<file path="src/rtl/acp_pkg.sv">
// Shared types and character codes for the text command front end.
package acp_pkg;
    typedef enum logic [1:0] {
        RK_BAD   = 2'd0,
        RK_WRITE = 2'd1,
        RK_READ  = 2'd2
    } rkind_e;

    localparam logic [7:0] CH_CR    = 8'h0D;
    localparam logic [7:0] CH_LF    = 8'h0A;
    localparam logic [7:0] CH_COLON = 8'h3A;
    localparam logic [7:0] CH_COMMA = 8'h2C;
    localparam logic [7:0] CH_ZERO  = 8'h30;
endpackage

</file>
<file path="src/rtl/acp_dec_acc.sv">
// Decimal accumulator: value = value*10 + digit per enabled cycle.
// Assumes digit is 0..9. Sets a sticky over flag once the value would
// exceed LIMIT and then holds the value, so any digit count is safe.
module acp_dec_acc #(
    parameter int unsigned LIMIT = 255
) (
    input  logic                            clk,
    input  logic                            rst_n,
    input  logic                            clr,
    input  logic                            en,
    input  logic [3:0]                      digit,
    output logic [$clog2(LIMIT+1)-1:0]      value,
    output logic                            over
);
    localparam int W = $clog2(LIMIT + 1);

    logic [W+3:0] nxt;

    // Candidate next value: 8v + 2v + digit, wide enough for no wrap.
    always_comb begin
        nxt = ({4'b0, value} << 3) + ({4'b0, value} << 1) + {{W{1'b0}}, digit};
    end

    // Accumulate or saturate into the overflow flag.
    always_ff @(posedge clk) begin
        if (!rst_n || clr) begin
            value <= '0;
            over  <= 1'b0;
        end else if (en) begin
            if (over || (nxt > (W+4)'(LIMIT))) begin
                over <= 1'b1;
            end else begin
                value <= nxt[W-1:0];
            end
        end
    end
endmodule

</file>
<file path="src/rtl/acp_line_parser.sv">
// Line parser: walks the received bytes through word, address, data and
// terminator phases. On the line feed that ends a line it pulses done for
// one cycle with ok/is_write; addr and data stay valid during that cycle.
// Assumes at most one byte per cycle on rx_valid.
module acp_line_parser import acp_pkg::*; #(
    parameter int ADDR_W = 8,
    parameter int DATA_W = 16
) (
    input  logic              clk,
    input  logic              rst_n,
    input  logic              rx_valid,
    input  logic [7:0]        rx_data,
    output logic              done,
    output logic              ok,
    output logic              is_write,
    output logic [ADDR_W-1:0] addr,
    output logic [DATA_W-1:0] data
);
    localparam int unsigned A_LIMIT = (2 ** ADDR_W) - 1;
    localparam int unsigned D_LIMIT = (2 ** DATA_W) - 1;
    localparam logic [39:0] WORD_WR = "write";
    localparam logic [31:0] WORD_RD = "read";

    typedef enum logic [2:0] {
        P_WORD, P_ADDR, P_DATA, P_LF, P_SKIP, P_SKLF
    } pstate_e;

    pstate_e     st;
    logic [2:0]  wi;
    logic        mw, mr, have_d;
    logic [7:0]  lc;
    logic        is_alpha, is_dig, a_over, d_over;
    pstate_e     bad_st;

    // Lower-case fold and character classes of the current byte.
    always_comb begin
        lc       = (rx_data >= 8'h41 && rx_data <= 8'h5A) ? (rx_data | 8'h20) : rx_data;
        is_alpha = (lc >= 8'h61 && lc <= 8'h7A);
        is_dig   = (rx_data >= 8'h30 && rx_data <= 8'h39);
        bad_st   = (rx_data == CH_CR) ? P_SKLF : P_SKIP;
    end

    // True when the folded letter matches position i of the chosen word.
    function automatic logic word_hit(input logic wr, input logic [2:0] i, input logic [7:0] c);
        if (wr) return (i < 3'd5) && (WORD_WR[8*(4-int'(i)) +: 8] == c);
        return (i < 3'd4) && (WORD_RD[8*(3-int'(i)) +: 8] == c);
    endfunction

    acp_dec_acc #(.LIMIT(A_LIMIT)) u_addr (
        .clk(clk), .rst_n(rst_n), .clr(st == P_WORD),
        .en(rx_valid && st == P_ADDR && is_dig), .digit(rx_data[3:0]),
        .value(addr), .over(a_over)
    );

    acp_dec_acc #(.LIMIT(D_LIMIT)) u_data (
        .clk(clk), .rst_n(rst_n), .clr(st == P_WORD),
        .en(rx_valid && st == P_DATA && is_dig), .digit(rx_data[3:0]),
        .value(data), .over(d_over)
    );

    // Phase machine: one transition per received byte.
    always_ff @(posedge clk) begin
        if (!rst_n) begin
            st       <= P_WORD;
            wi       <= '0;
            mw       <= 1'b1;
            mr       <= 1'b1;
            have_d   <= 1'b0;
            is_write <= 1'b0;
            done     <= 1'b0;
            ok       <= 1'b0;
        end else begin
            done <= 1'b0;
            if (rx_valid) begin
                case (st)
                    P_WORD: begin
                        if (rx_data == CH_COLON) begin
                            have_d <= 1'b0;
                            if (mw && wi == 3'd5) begin
                                is_write <= 1'b1;
                                st       <= P_ADDR;
                            end else if (mr && wi == 3'd4) begin
                                is_write <= 1'b0;
                                st       <= P_ADDR;
                            end else begin
                                st <= P_SKIP;
                            end
                        end else if (is_alpha) begin
                            mw <= mw && word_hit(1'b1, wi, lc);
                            mr <= mr && word_hit(1'b0, wi, lc);
                            if (wi != 3'd7) wi <= wi + 3'd1;
                        end else begin
                            st <= bad_st;
                        end
                    end
                    P_ADDR: begin
                        if (is_dig) begin
                            have_d <= 1'b1;
                        end else if (rx_data == CH_COMMA && is_write && have_d) begin
                            have_d <= 1'b0;
                            st     <= P_DATA;
                        end else if (rx_data == CH_CR && !is_write && have_d) begin
                            st <= P_LF;
                        end else begin
                            st <= bad_st;
                        end
                    end
                    P_DATA: begin
                        if (is_dig) begin
                            have_d <= 1'b1;
                        end else if (rx_data == CH_CR && have_d) begin
                            st <= P_LF;
                        end else begin
                            st <= bad_st;
                        end
                    end
                    P_LF: begin
                        if (rx_data == CH_LF) begin
                            done <= 1'b1;
                            ok   <= !a_over && !(is_write && d_over);
                            st   <= P_WORD;
                            wi   <= '0;
                            mw   <= 1'b1;
                            mr   <= 1'b1;
                        end else begin
                            st <= bad_st;
                        end
                    end
                    P_SKIP: begin
                        if (rx_data == CH_CR) st <= P_SKLF;
                    end
                    P_SKLF: begin
                        if (rx_data == CH_LF) begin
                            done <= 1'b1;
                            ok   <= 1'b0;
                            st   <= P_WORD;
                            wi   <= '0;
                            mw   <= 1'b1;
                            mr   <= 1'b1;
                        end else if (rx_data != CH_CR) begin
                            st <= P_SKIP;
                        end
                    end
                    default: st <= P_SKIP;
                endcase
            end
        end
    end
endmodule

</file>
<file path="src/rtl/acp_reply_tx.sv">
// Reply generator: one pending slot plus a byte sequencer. A pushed
// result waits in the slot until the current reply ends, then its text
// is streamed on a valid/ready port. Read values are converted to
// decimal once at load time with shift-and-add-3.
// Assumes at most one push arrives while a reply is in flight.
module acp_reply_tx import acp_pkg::*; #(
    parameter int DATA_W = 16
) (
    input  logic              clk,
    input  logic              rst_n,
    input  logic              push,
    input  rkind_e            push_kind,
    input  logic [DATA_W-1:0] push_val,
    output logic              tx_valid,
    output logic [7:0]        tx_data,
    input  logic              tx_ready
);
    localparam int DIG     = (DATA_W * 30103) / 100000 + 1;
    localparam int BCD_W   = 4 * DIG;
    localparam int PRE_LEN = 14;
    localparam int WR_LEN  = 28;
    localparam int BAD_LEN = 14;
    localparam logic [8*PRE_LEN-1:0] S_PRE = "Read FPGA Ram:";
    localparam logic [8*WR_LEN-1:0]  S_WR  = "Write FPGA Ram Successfully!";
    localparam logic [8*BAD_LEN-1:0] S_BAD = "Bad Command!\015\012";

    logic              pend_v, busy, load;
    rkind_e            pend_kind, kind;
    logic [DATA_W-1:0] pend_val;
    logic [5:0]        idx, last_idx;
    logic [BCD_W-1:0]  bcd, bcd_new;
    logic [3:0]        nd;
    logic [7:0]        ch;
    int                j, k;

    // Binary to packed decimal digits.
    function automatic logic [BCD_W-1:0] to_bcd(input logic [DATA_W-1:0] v);
        logic [BCD_W-1:0] b;
        b = '0;
        for (int i = DATA_W - 1; i >= 0; i--) begin
            for (int d = 0; d < DIG; d++) begin
                if (b[4*d +: 4] >= 4'd5) b[4*d +: 4] = b[4*d +: 4] + 4'd3;
            end
            b = {b[BCD_W-2:0], v[i]};
        end
        return b;
    endfunction

    // Number of significant digits, at least one.
    function automatic logic [3:0] digit_count(input logic [BCD_W-1:0] b);
        logic [3:0] n;
        n = 4'd1;
        for (int d = 1; d < DIG; d++) begin
            if (b[4*d +: 4] != 4'd0) n = 4'(d + 1);
        end
        return n;
    endfunction

    assign load     = !busy && pend_v;
    assign bcd_new  = to_bcd(pend_val);
    assign tx_valid = busy;
    assign tx_data  = ch;

    // Index of the final byte of the current reply.
    always_comb begin
        case (kind)
            RK_BAD:   last_idx = 6'(BAD_LEN - 1);
            RK_WRITE: last_idx = 6'(WR_LEN - 1);
            default:  last_idx = 6'(PRE_LEN + 1) + {2'b00, nd};
        endcase
    end

    // Byte at the current index of the current reply.
    always_comb begin
        j  = int'(idx);
        k  = j - PRE_LEN;
        ch = 8'h00;
        case (kind)
            RK_BAD:   ch = S_BAD[8*(BAD_LEN-1-j) +: 8];
            RK_WRITE: ch = S_WR[8*(WR_LEN-1-j) +: 8];
            default: begin
                if (j < PRE_LEN)          ch = S_PRE[8*(PRE_LEN-1-j) +: 8];
                else if (k < int'(nd))    ch = CH_ZERO | {4'h0, bcd[4*(int'(nd)-1-k) +: 4]};
                else if (k == int'(nd))   ch = CH_CR;
                else                      ch = CH_LF;
            end
        endcase
    end

    // Pending slot: filled by push, emptied by load.
    always_ff @(posedge clk) begin
        if (!rst_n) begin
            pend_v    <= 1'b0;
            pend_kind <= RK_BAD;
            pend_val  <= '0;
        end else begin
            if (load) pend_v <= 1'b0;
            if (push) begin
                pend_v    <= 1'b1;
                pend_kind <= push_kind;
                pend_val  <= push_val;
            end
        end
    end

    // Sequencer: load a reply, advance on each accepted byte.
    always_ff @(posedge clk) begin
        if (!rst_n) begin
            busy <= 1'b0;
            idx  <= '0;
            kind <= RK_BAD;
            bcd  <= '0;
            nd   <= 4'd1;
        end else if (load) begin
            busy <= 1'b1;
            idx  <= '0;
            kind <= pend_kind;
            bcd  <= bcd_new;
            nd   <= digit_count(bcd_new);
        end else if (busy && tx_ready) begin
            if (idx == last_idx) busy <= 1'b0;
            else                 idx  <= idx + 6'd1;
        end
    end
endmodule

</file>
<file path="src/rtl/ascii_ram_cmd.sv">
// Top: text command front end for a synchronous word memory. The parser
// decides each line; a valid line drives one memory access cycle, the
// outcome (with read data one cycle later) goes to the reply generator,
// and the indicators latch the verdict. Memory read latency is one cycle.
module ascii_ram_cmd import acp_pkg::*; #(
    parameter int ADDR_W = 8,
    parameter int DATA_W = 16
) (
    input  logic              clk,
    input  logic              rst_n,
    input  logic              rx_valid,
    input  logic [7:0]        rx_data,
    output logic              tx_valid,
    output logic [7:0]        tx_data,
    input  logic              tx_ready,
    output logic [ADDR_W-1:0] mem_addr,
    output logic [DATA_W-1:0] mem_wdata,
    output logic              mem_we,
    output logic              mem_re,
    input  logic [DATA_W-1:0] mem_rdata,
    output logic              ok_led,
    output logic              err_led
);
    logic              p_done, p_ok, p_wr;
    logic [ADDR_W-1:0] p_addr;
    logic [DATA_W-1:0] p_data;
    logic              cap_v;
    rkind_e            cap_kind;

    acp_line_parser #(.ADDR_W(ADDR_W), .DATA_W(DATA_W)) u_parse (
        .clk(clk), .rst_n(rst_n), .rx_valid(rx_valid), .rx_data(rx_data),
        .done(p_done), .ok(p_ok), .is_write(p_wr), .addr(p_addr), .data(p_data)
    );

    assign mem_we    = p_done && p_ok && p_wr;
    assign mem_re    = p_done && p_ok && !p_wr;
    assign mem_addr  = p_addr;
    assign mem_wdata = p_data;

    // Stage the verdict one cycle so read data lines up with it.
    always_ff @(posedge clk) begin
        if (!rst_n) begin
            cap_v    <= 1'b0;
            cap_kind <= RK_BAD;
        end else begin
            cap_v    <= p_done;
            cap_kind <= !p_ok ? RK_BAD : (p_wr ? RK_WRITE : RK_READ);
        end
    end

    // Indicators follow the verdict of each finished line.
    always_ff @(posedge clk) begin
        if (!rst_n) begin
            ok_led  <= 1'b0;
            err_led <= 1'b0;
        end else if (p_done) begin
            ok_led  <= p_ok;
            err_led <= !p_ok;
        end
    end

    acp_reply_tx #(.DATA_W(DATA_W)) u_tx (
        .clk(clk), .rst_n(rst_n), .push(cap_v), .push_kind(cap_kind),
        .push_val(mem_rdata), .tx_valid(tx_valid), .tx_data(tx_data),
        .tx_ready(tx_ready)
    );
endmodule

</file>
<file path="config.mk">
export PLATFORM = sky130hd
export DESIGN_NAME = ascii_ram_cmd
export DESIGN_NICKNAME = d
export VERILOG_FILES = /design/src/rtl/acp_pkg.sv /design/src/rtl/acp_dec_acc.sv /design/src/rtl/acp_line_parser.sv /design/src/rtl/acp_reply_tx.sv /design/src/rtl/ascii_ram_cmd.sv
export SDC_FILE = /design/constraint.sdc
export NUM_CORES = 1
export LEC_CHECK = 0
export ABC_CLOCK_PERIOD_IN_PS = 11450
export CAP_MARGIN = 20
export CORE_MARGIN = 2
export CORE_UTILIZATION = 30
export CTS_CLUSTER_DIAMETER = 100
export DETAILED_ROUTE_END_ITERATION = 7
export DONT_BUFFER_PORTS = 1
export GPL_TIMING_DRIVEN = 0
export PLACE_DENSITY = 0.53
export SLEW_MARGIN = 10
export SYNTH_ARGS = -nofsm -noshare
export SYNTH_HDL_FRONTEND = slang
export SYNTH_HIERARCHICAL = 1
export SYNTH_SLANG_ARGS = --single-unit
</file>
<file path="constraint.sdc">
create_clock -name clk -period 11.45 [get_ports clk]
set_input_delay 2.8625 -clock clk [delete_from_list [all_inputs] [get_ports clk]]
set_output_delay 2.8625 -clock clk [all_outputs]
set_load 0.05 [all_outputs]
</file>
== Word-level counts from Yosys, hierarchy flattened ==
Index checks and enable logic that the tools add are counted.

* $add $sub $neg: 49
* $lt $le $gt $ge: 47
* Equality and inequality tests: 32
* Shift operators: 6
* Multiplexer cells: 100
* Bitwise logic cells: 4
* Reductions and logical operators: 63

{| class="wikitable"
|+ Operator list
! cell !! number
|-
| indexed part select 112 x 32 -> 8 bit (first input constant) || 2
|-
| indexed part select 224 x 32 -> 8 bit (first input constant) || 1
|-
| 2-to-1 mux 4 bit || 34
|-
| adder 4 x 2 -> 4 bit (second input constant) || 30
|-
| greater-or-equal comparator 4 x 3 -> 1 bit (second input constant) || 30
|-
| 2-to-1 mux 3 bit || 21
|-
| indexed part select 40 x 32 -> 8 bit (first input constant) || 1
|-
| indexed part select 20 x 32 -> 4 bit || 1
|-
| indexed part select 32 x 32 -> 8 bit (first input constant) || 1
|-
| 2-to-1 mux 1 bit || 31
|-
| logical AND 1 bit || 25
|-
| adder 19 x 17 -> 20 bit || 1
|-
| adder 20 x 4 -> 20 bit || 1
|-
| > comparator 20 x 16 -> 1 bit (second input constant) || 1
|-
| one-hot mux 3 bit (6 select lines) || 1
|-
| adder 3 x 2 -> 4 bit (second input constant) || 4
|-
| == test 8 x 4 -> 1 bit (second input constant) || 2
|-
| == test 8 x 6 -> 1 bit (second input constant) || 2
|-
| == test 8 bit || 2
|-
| greater-or-equal comparator 8 x 7 -> 1 bit (second input constant) || 2
|-
| less-or-equal comparator 8 x 7 -> 1 bit (second input constant) || 2
|-
| 2-to-1 mux 8 bit || 2
|-
| inequality test 2 x 1 -> 1 bit (second input constant) || 8
|-
| one-hot mux 8 bit (2 select lines) || 1
|-
| 51 further kinds || 95
|}

* Flip-flop bits (word level): 95
* Input bits: 28
* Output and inout bits: 37
* Logic and storage cells: 325

== Logic depth before layout (Yosys ltp) ==
* Depth in word-level cells: 31
* Mapped depth: 64
* Gate-level depth less buffers: 60

== By module ==
Netlist, hierarchy kept.

{| class="wikitable"
|+ Modules (own cells, without submodules)
! module !! instances !! cells an instance !! area each (µm²) !! sequential area each (µm²)
|-
| acp_reply_tx || 1 || 1269 || 8938.6 || 1021.0
|-
| acp_dec_acc at u_parse.u_data || 1 || 186 || 1671.6 || 340.3
|-
| acp_line_parser || 1 || 161 || 1271.2 || 240.2
|-
| acp_dec_acc at u_parse.u_addr || 1 || 100 || 877.1 || 180.2
|-
| ascii_ram_cmd || 1 || 16 || 160.2 || 100.1
|}

== Worst setup path after synthesis ==
Ideal clock, no wire load.

* Kind: register to register
* Start point: register u_tx.pend_val[14]
* End point: register u_tx.nd[2]
* Setup time: 0.122 ns
* Arrival: 11.269 ns
* Data required time: 11.328 ns
* Path slack: 0.060 ns
* Stages on the path, launching flop included: 59
* Buffers on the path: 4
* Period minus slack after synthesis: 11.390 ns
* Cell sequence: dfxtp_1 -> buf_4 -> inv_1 -> ha_1 -> o21bai_1 -> mux2_2 -> ha_1 -> nor2b_1 -> nor4_2 -> o211a_2 -> inv_1 -> ha_1 -> nand2_1 -> nor3_1 -> mux2_1 -> a311oi_2 -> buf_4 -> a21oi_1 -> (+23 left out) -> o21ai_1 -> xnor2_1 -> inv_1 -> ha_1 -> inv_1 -> nand2_1 -> a22o_1 -> a31oi_1 -> xnor2_1 -> ha_1 -> nor2b_1 -> nor2_1 -> mux2_2 -> ha_1 -> or4_1 -> mux2i_1 -> nand2_1 -> o311a_1

* Cells in the longest elaborated chain, start to end: 29
* Elaborated cells between the ends (all ways): 100
* Classes of those cells: add/sub (32); order compare (32); mux (34); reduce/logical (2)

{| class="wikitable"
|+ Ends and longest elaborated chain
! element !! line !! source
|-
| from (decl) || acp_reply_tx.sv:29 || <nowiki>logic [DATA_W-1:0] pend_val;</nowiki>
|-
| from (signal assigned) || acp_reply_tx.sv:101 || <nowiki>pend_val <= push_val;</nowiki>
|-
| adder 3 x 2 -> 4 bit or greater-or-equal comparator 3 bit (tied branches) || acp_reply_tx.sv:42 || <nowiki>if (b[4*d +: 4] >= 4'd5) b[4*d +: 4] = b[4*d +: 4] + 4'd3;</nowiki>
|-
| 2-to-1 mux 4 bit * || acp_reply_tx.sv:42 ||
|-
| adder 4 x 2 -> 4 bit or greater-or-equal comparator 4 x 3 -> 1 bit (tied branches) || acp_reply_tx.sv:42 ||
|-
| 2-to-1 mux 4 bit || acp_reply_tx.sv:42 ||
|-
| greater-or-equal comparator 4 x 3 -> 1 bit or adder 4 x 2 -> 4 bit (tied branches) || acp_reply_tx.sv:42 ||
|-
| 2-to-1 mux 4 bit || acp_reply_tx.sv:42 ||
|-
| adder 4 x 2 -> 4 bit (tied with other cells) || acp_reply_tx.sv:42 ||
|-
| 2-to-1 mux 4 bit || acp_reply_tx.sv:42 ||
|-
| (+13 left out) || n/a ||
|-
| 2-to-1 mux 4 bit || acp_reply_tx.sv:42 ||
|-
| adder 4 x 2 -> 4 bit or greater-or-equal comparator 4 x 3 -> 1 bit (tied branches) || acp_reply_tx.sv:42 ||
|-
| 2-to-1 mux 4 bit || acp_reply_tx.sv:42 ||
|-
| adder 4 x 2 -> 4 bit or greater-or-equal comparator 4 x 3 -> 1 bit (tied branches) || acp_reply_tx.sv:42 ||
|-
| 2-to-1 mux 4 bit || acp_reply_tx.sv:42 ||
|-
| nonzero test 4 bit || acp_reply_tx.sv:54 || <nowiki>if (b[4*d +: 4] != 4'd0) n = 4'(d + 1);</nowiki>
|-
| 2-to-1 mux 3 bit || acp_reply_tx.sv:54 ||
|-
| 2-to-1 mux 3 bit * || acp_reply_tx.sv:54 ||
|-
| to (signal assigned) || acp_reply_tx.sv:119 || <nowiki>nd <= digit_count(bcd_new);</nowiki>
|-
| to (decl) || acp_reply_tx.sv:32 || <nowiki>logic [3:0] nd;</nowiki>
|}

Every way passes the cells marked *; elsewhere a longest branch is shown, timed or not.
A chain may end at the register's enable or synchronous reset.

== Worst setup path in the final report ==
Same ends and word-level chain as after synthesis.

==> flow_summary.ini <==
[clocking]
clock_sinks = 94
cts-root-buf = clkbuf_16
clk_pin_slew_ns = 0.08
cts_buffer_depth = 2
cts_tree = done
clk_latency_ns = 0.38
htreeDepth = 3
ctsHoldBuffers = 0
numCtsBuffers = 9

[detailed_routing]
totalWireLength_um = 36730
route.met3.wl_um = 1748
firstDrtPassIters = 5
route.detailed.drc = 0
vias = 13240
avgViaCountPerCell = 5.711
wl_met1_um = 16910
wl_per_cell_um = 15.84
ant_nets = 0
highest_layer = met4
dr.first_iter.drc_count = 1042
met2_length_um = 17520

[cells_and_area]
nets = 1894
drive_gt1_share_pct = 13.31
layoutNonFillerInstCount = 2319
fin_util_pct = 33.70
antennaDiodeCount = 0
syn_to_final_growth_pct = 11.61

[power]
seqPwrFrac_pct = 47.2
p_int_uw = 502.9
max-vdd-ir-drop_v = 0.00005542
power.switching_uw = 197.3
sw_frac_of_total_pct = 28.18
power_density_nw_per_um2 = 48.57
leakagePower_nw = 5.553
pwr-share-clk_pct = 45.2
p_comb_share_pct = 7.7

[timing]
setup-tns-final_ns = 0
layout_setup_ws_ns = 0.5514
finalCritPeriodShare_pct = 95.18
period_needed_ns = 10.90
fin_worst_skew_ns = 0.02119
maxSlewHeadroom_pct = 25.24
tightest_slew_ns = 1.118
setup_viol = 0
max_freq_mhz = 91.75
hold_viol = 0
slew_viol_final = 0

[synth]
mappedNetlistNets = 1858
yosysSeqAreaShare_pct = 14.57
yosysTopAreaCellShare_pct = 14.57
ys_seq_elements = 94
yosysTopAreaCell = dfxtp_1
synth_xor_area_share_pct = 4.291
synth_top_family_by_area = compound AO/OA/AOI/OAI gates
synth_flop_cell = dfxtp_1
synthMuxAreaShare_pct = 7.603
synth_commonest_cells = 171 x nand2_1, 148 x nor2_1, 114 x a21oi_1, 94 x dfxtp_1, 93 x ha_1
synth.area.top_cells = dfxtp_1 15%, ha_1 9.0%, nand2_1 5.0%, mux2i_1 4.8%, a21oi_1 4.4%
ys.warnings.count = 6
synth_compound_area_share_pct = 33.38
yosys.cell_count.top_type = nand2_1
synth.distinct_cells = 133
postSynth.asyncResetShare_pct = 0
synth_area_um2 = 12920
avgSynthCellArea_um2 = 7.459
synthCells = 1732
synthAdderAreaFrac_pct = 9.860
synth-simple-area-share_pct = 23.94
synth-edff-count = 0

[critical_path]
critical_path_class = register to register
cp_top_family = compound AO/OA/AOI/OAI gates
worstPathArrival_ns = 11.17
critPathSlowestCell = or4_1
crit_path_end_kind = register
crit_required_ns = 11.72
crit_buf_inv = 9
cpPeakStageDelay_ns = 0.58
cp_max_fo = 9
critPathLaunchType = register
r2r_slack_ns = 0.55

[run_status]
outcome = complete, no violations

[floorplan]
start_util_pct = 30.19
fp.dieH_um = 211.5
die-area_um2 = 44740
ios = 65
die-width_um = 211.5
core_area_um2 = 42790
rows = 76

[place]
dpl.hpwl_um = 27930
place_congestion = 0.8898
port_buffers = 0
dp_slack_ns = -1.588
placed_cells = 2278

[hold_path]
hp-class = register to register

[global_routing]
grt_max_degree = 20
grt_overflow = 0
grt_pass1_wl_um = 60580
grt_pass1_vias = 12400
antenna_found_initial = 0
grt_usage_pct = 16.11

[flow_run]
drv_cap = 0
## cell families (layout without fill, tap and decap cells)
group	after synthesis	after routing
AO/OA/AOI/OAI	579	579
XOR/XNOR	59	59
adder cells (fa/ha/maj)	99	99
buffers and inverters	196	237
flip-flops	94	94
multiplexers	89	89
other	1	1
AND/OR/NAND/NOR	615	615
## power by group through the flow
| stage | Sequential [mW] | Clock (mW) | Combinational [mW] |
|---|---|---|---|
| CTS | 0.330 | 0.331 | 0.0537 |
| global placement | 0.338 | 0 | 0.0529 |
| global route | 0.331 | 0.340 | 0.0599 |
| finish | 0.330 | 0.316 | 0.0538 |
| detailed placement | 0.338 | 0 | 0.0536 |
| floorplan | 0.337 | 0 | 0.0415 |
## worst min-delay path: cells and delay by family (launching register included)
family          cells  cell delay (ns)
simple gates        1             0.04
flops               1             0.33
compound gates      1             0.05
## worst paths after layout
check                           cells past startpoint                      startpoint                       end
worst max register to register                     55  u_tx/pend_val[14]$_SDFFE_PN0P_   u_tx/nd[2]$_SDFFE_PN0P_
worst max-delay path                               55  u_tx/pend_val[14]$_SDFFE_PN0P_   u_tx/nd[2]$_SDFFE_PN0P_
worst min register to register                      2        u_tx/bcd[6]$_SDFFE_PN0P_  u_tx/bcd[6]$_SDFFE_PN0P_
worst min-delay path                                2        u_tx/bcd[6]$_SDFFE_PN0P_  u_tx/bcd[6]$_SDFFE_PN0P_
## per-stage QoR
| step | power, mW | instance area (um2) | hold WS, ns |
|---|---|---|---|
| after floorplan | 0.3788 | 12920 | 0.4167 |
| after global placement | 0.3908 | 13600 | 0.4369 |
| after detailed placement | 0.3916 | 13620 | 0.4423 |
| after CTS | 0.7147 | 14120 | 0.4581 |
| after global routing | 0.7308 | 14420 | 0.4833 |
| final | 0.7003 | 14420 | 0.4545 |
## registers in the layout, indices dropped and copies added, names as in the netlist, 2 cells and up
register,cells
u_tx/bcd,20
u_parse/u_data/value,16
cap_kind,2
u_tx/nd,3
u_parse/st,3
u_tx/pend_val,16
u_parse/wi,3
u_tx/idx,6
u_tx/kind,2
u_tx/pend_kind,2
u_parse/u_addr/value,8
## area by class of cell
cell class,instances,area (um2)
flip-flops and latches,94,1882
well taps,546,683.2
fillers,4563,28370
multi-input cells,1442,10540
plain buffers,99,456.7
repair buffers,27,200.2
clock inverters,7,72.57
clock buffers,9,225.2
inverters,95,359.1
## repair_timing
item / in CTS / in global routing
pin swaps: 4 / 17
gates resized for setup: 27 / 38
endpoints found under the setup margin: 18 / 16
buffers inserted: 9 / 18
cloned: 0 / 0
## cells in the final DEF (no fill, tap or decap), types with 11 or more instances in the layout
cell / count
a211o_1: 11
a211oi_1: 29
a21o_1: 20
a21oi_1: 111
a31oi_1: 25
and2_1: 23
and3_1: 17
buf_2: 14
buf_4: 34
clkbuf_1: 66
dfxtp_1: 94
ha_1: 87
inv_1: 81
inv_2: 12
mux2_2: 16
mux2i_1: 59
nand2_1: 168
nand2b_1: 20
nand3_1: 47
nand4_1: 13
nor2_1: 147
nor2b_1: 31
nor3_1: 51
o211ai_1: 32
o21a_1: 16
o21ai_0: 76
o21ai_1: 17
o22ai_1: 16
o31ai_1: 11
xnor2_1: 35
xor2_1: 15
## per-layer routing
metal,track usage [%],vias up
met5,0,-
met4,4.420,0
met3,2.878,38
met2,27.70,334
met1,20.61,6274
li1,-,6598
Power figures use the tool's default switching activity.
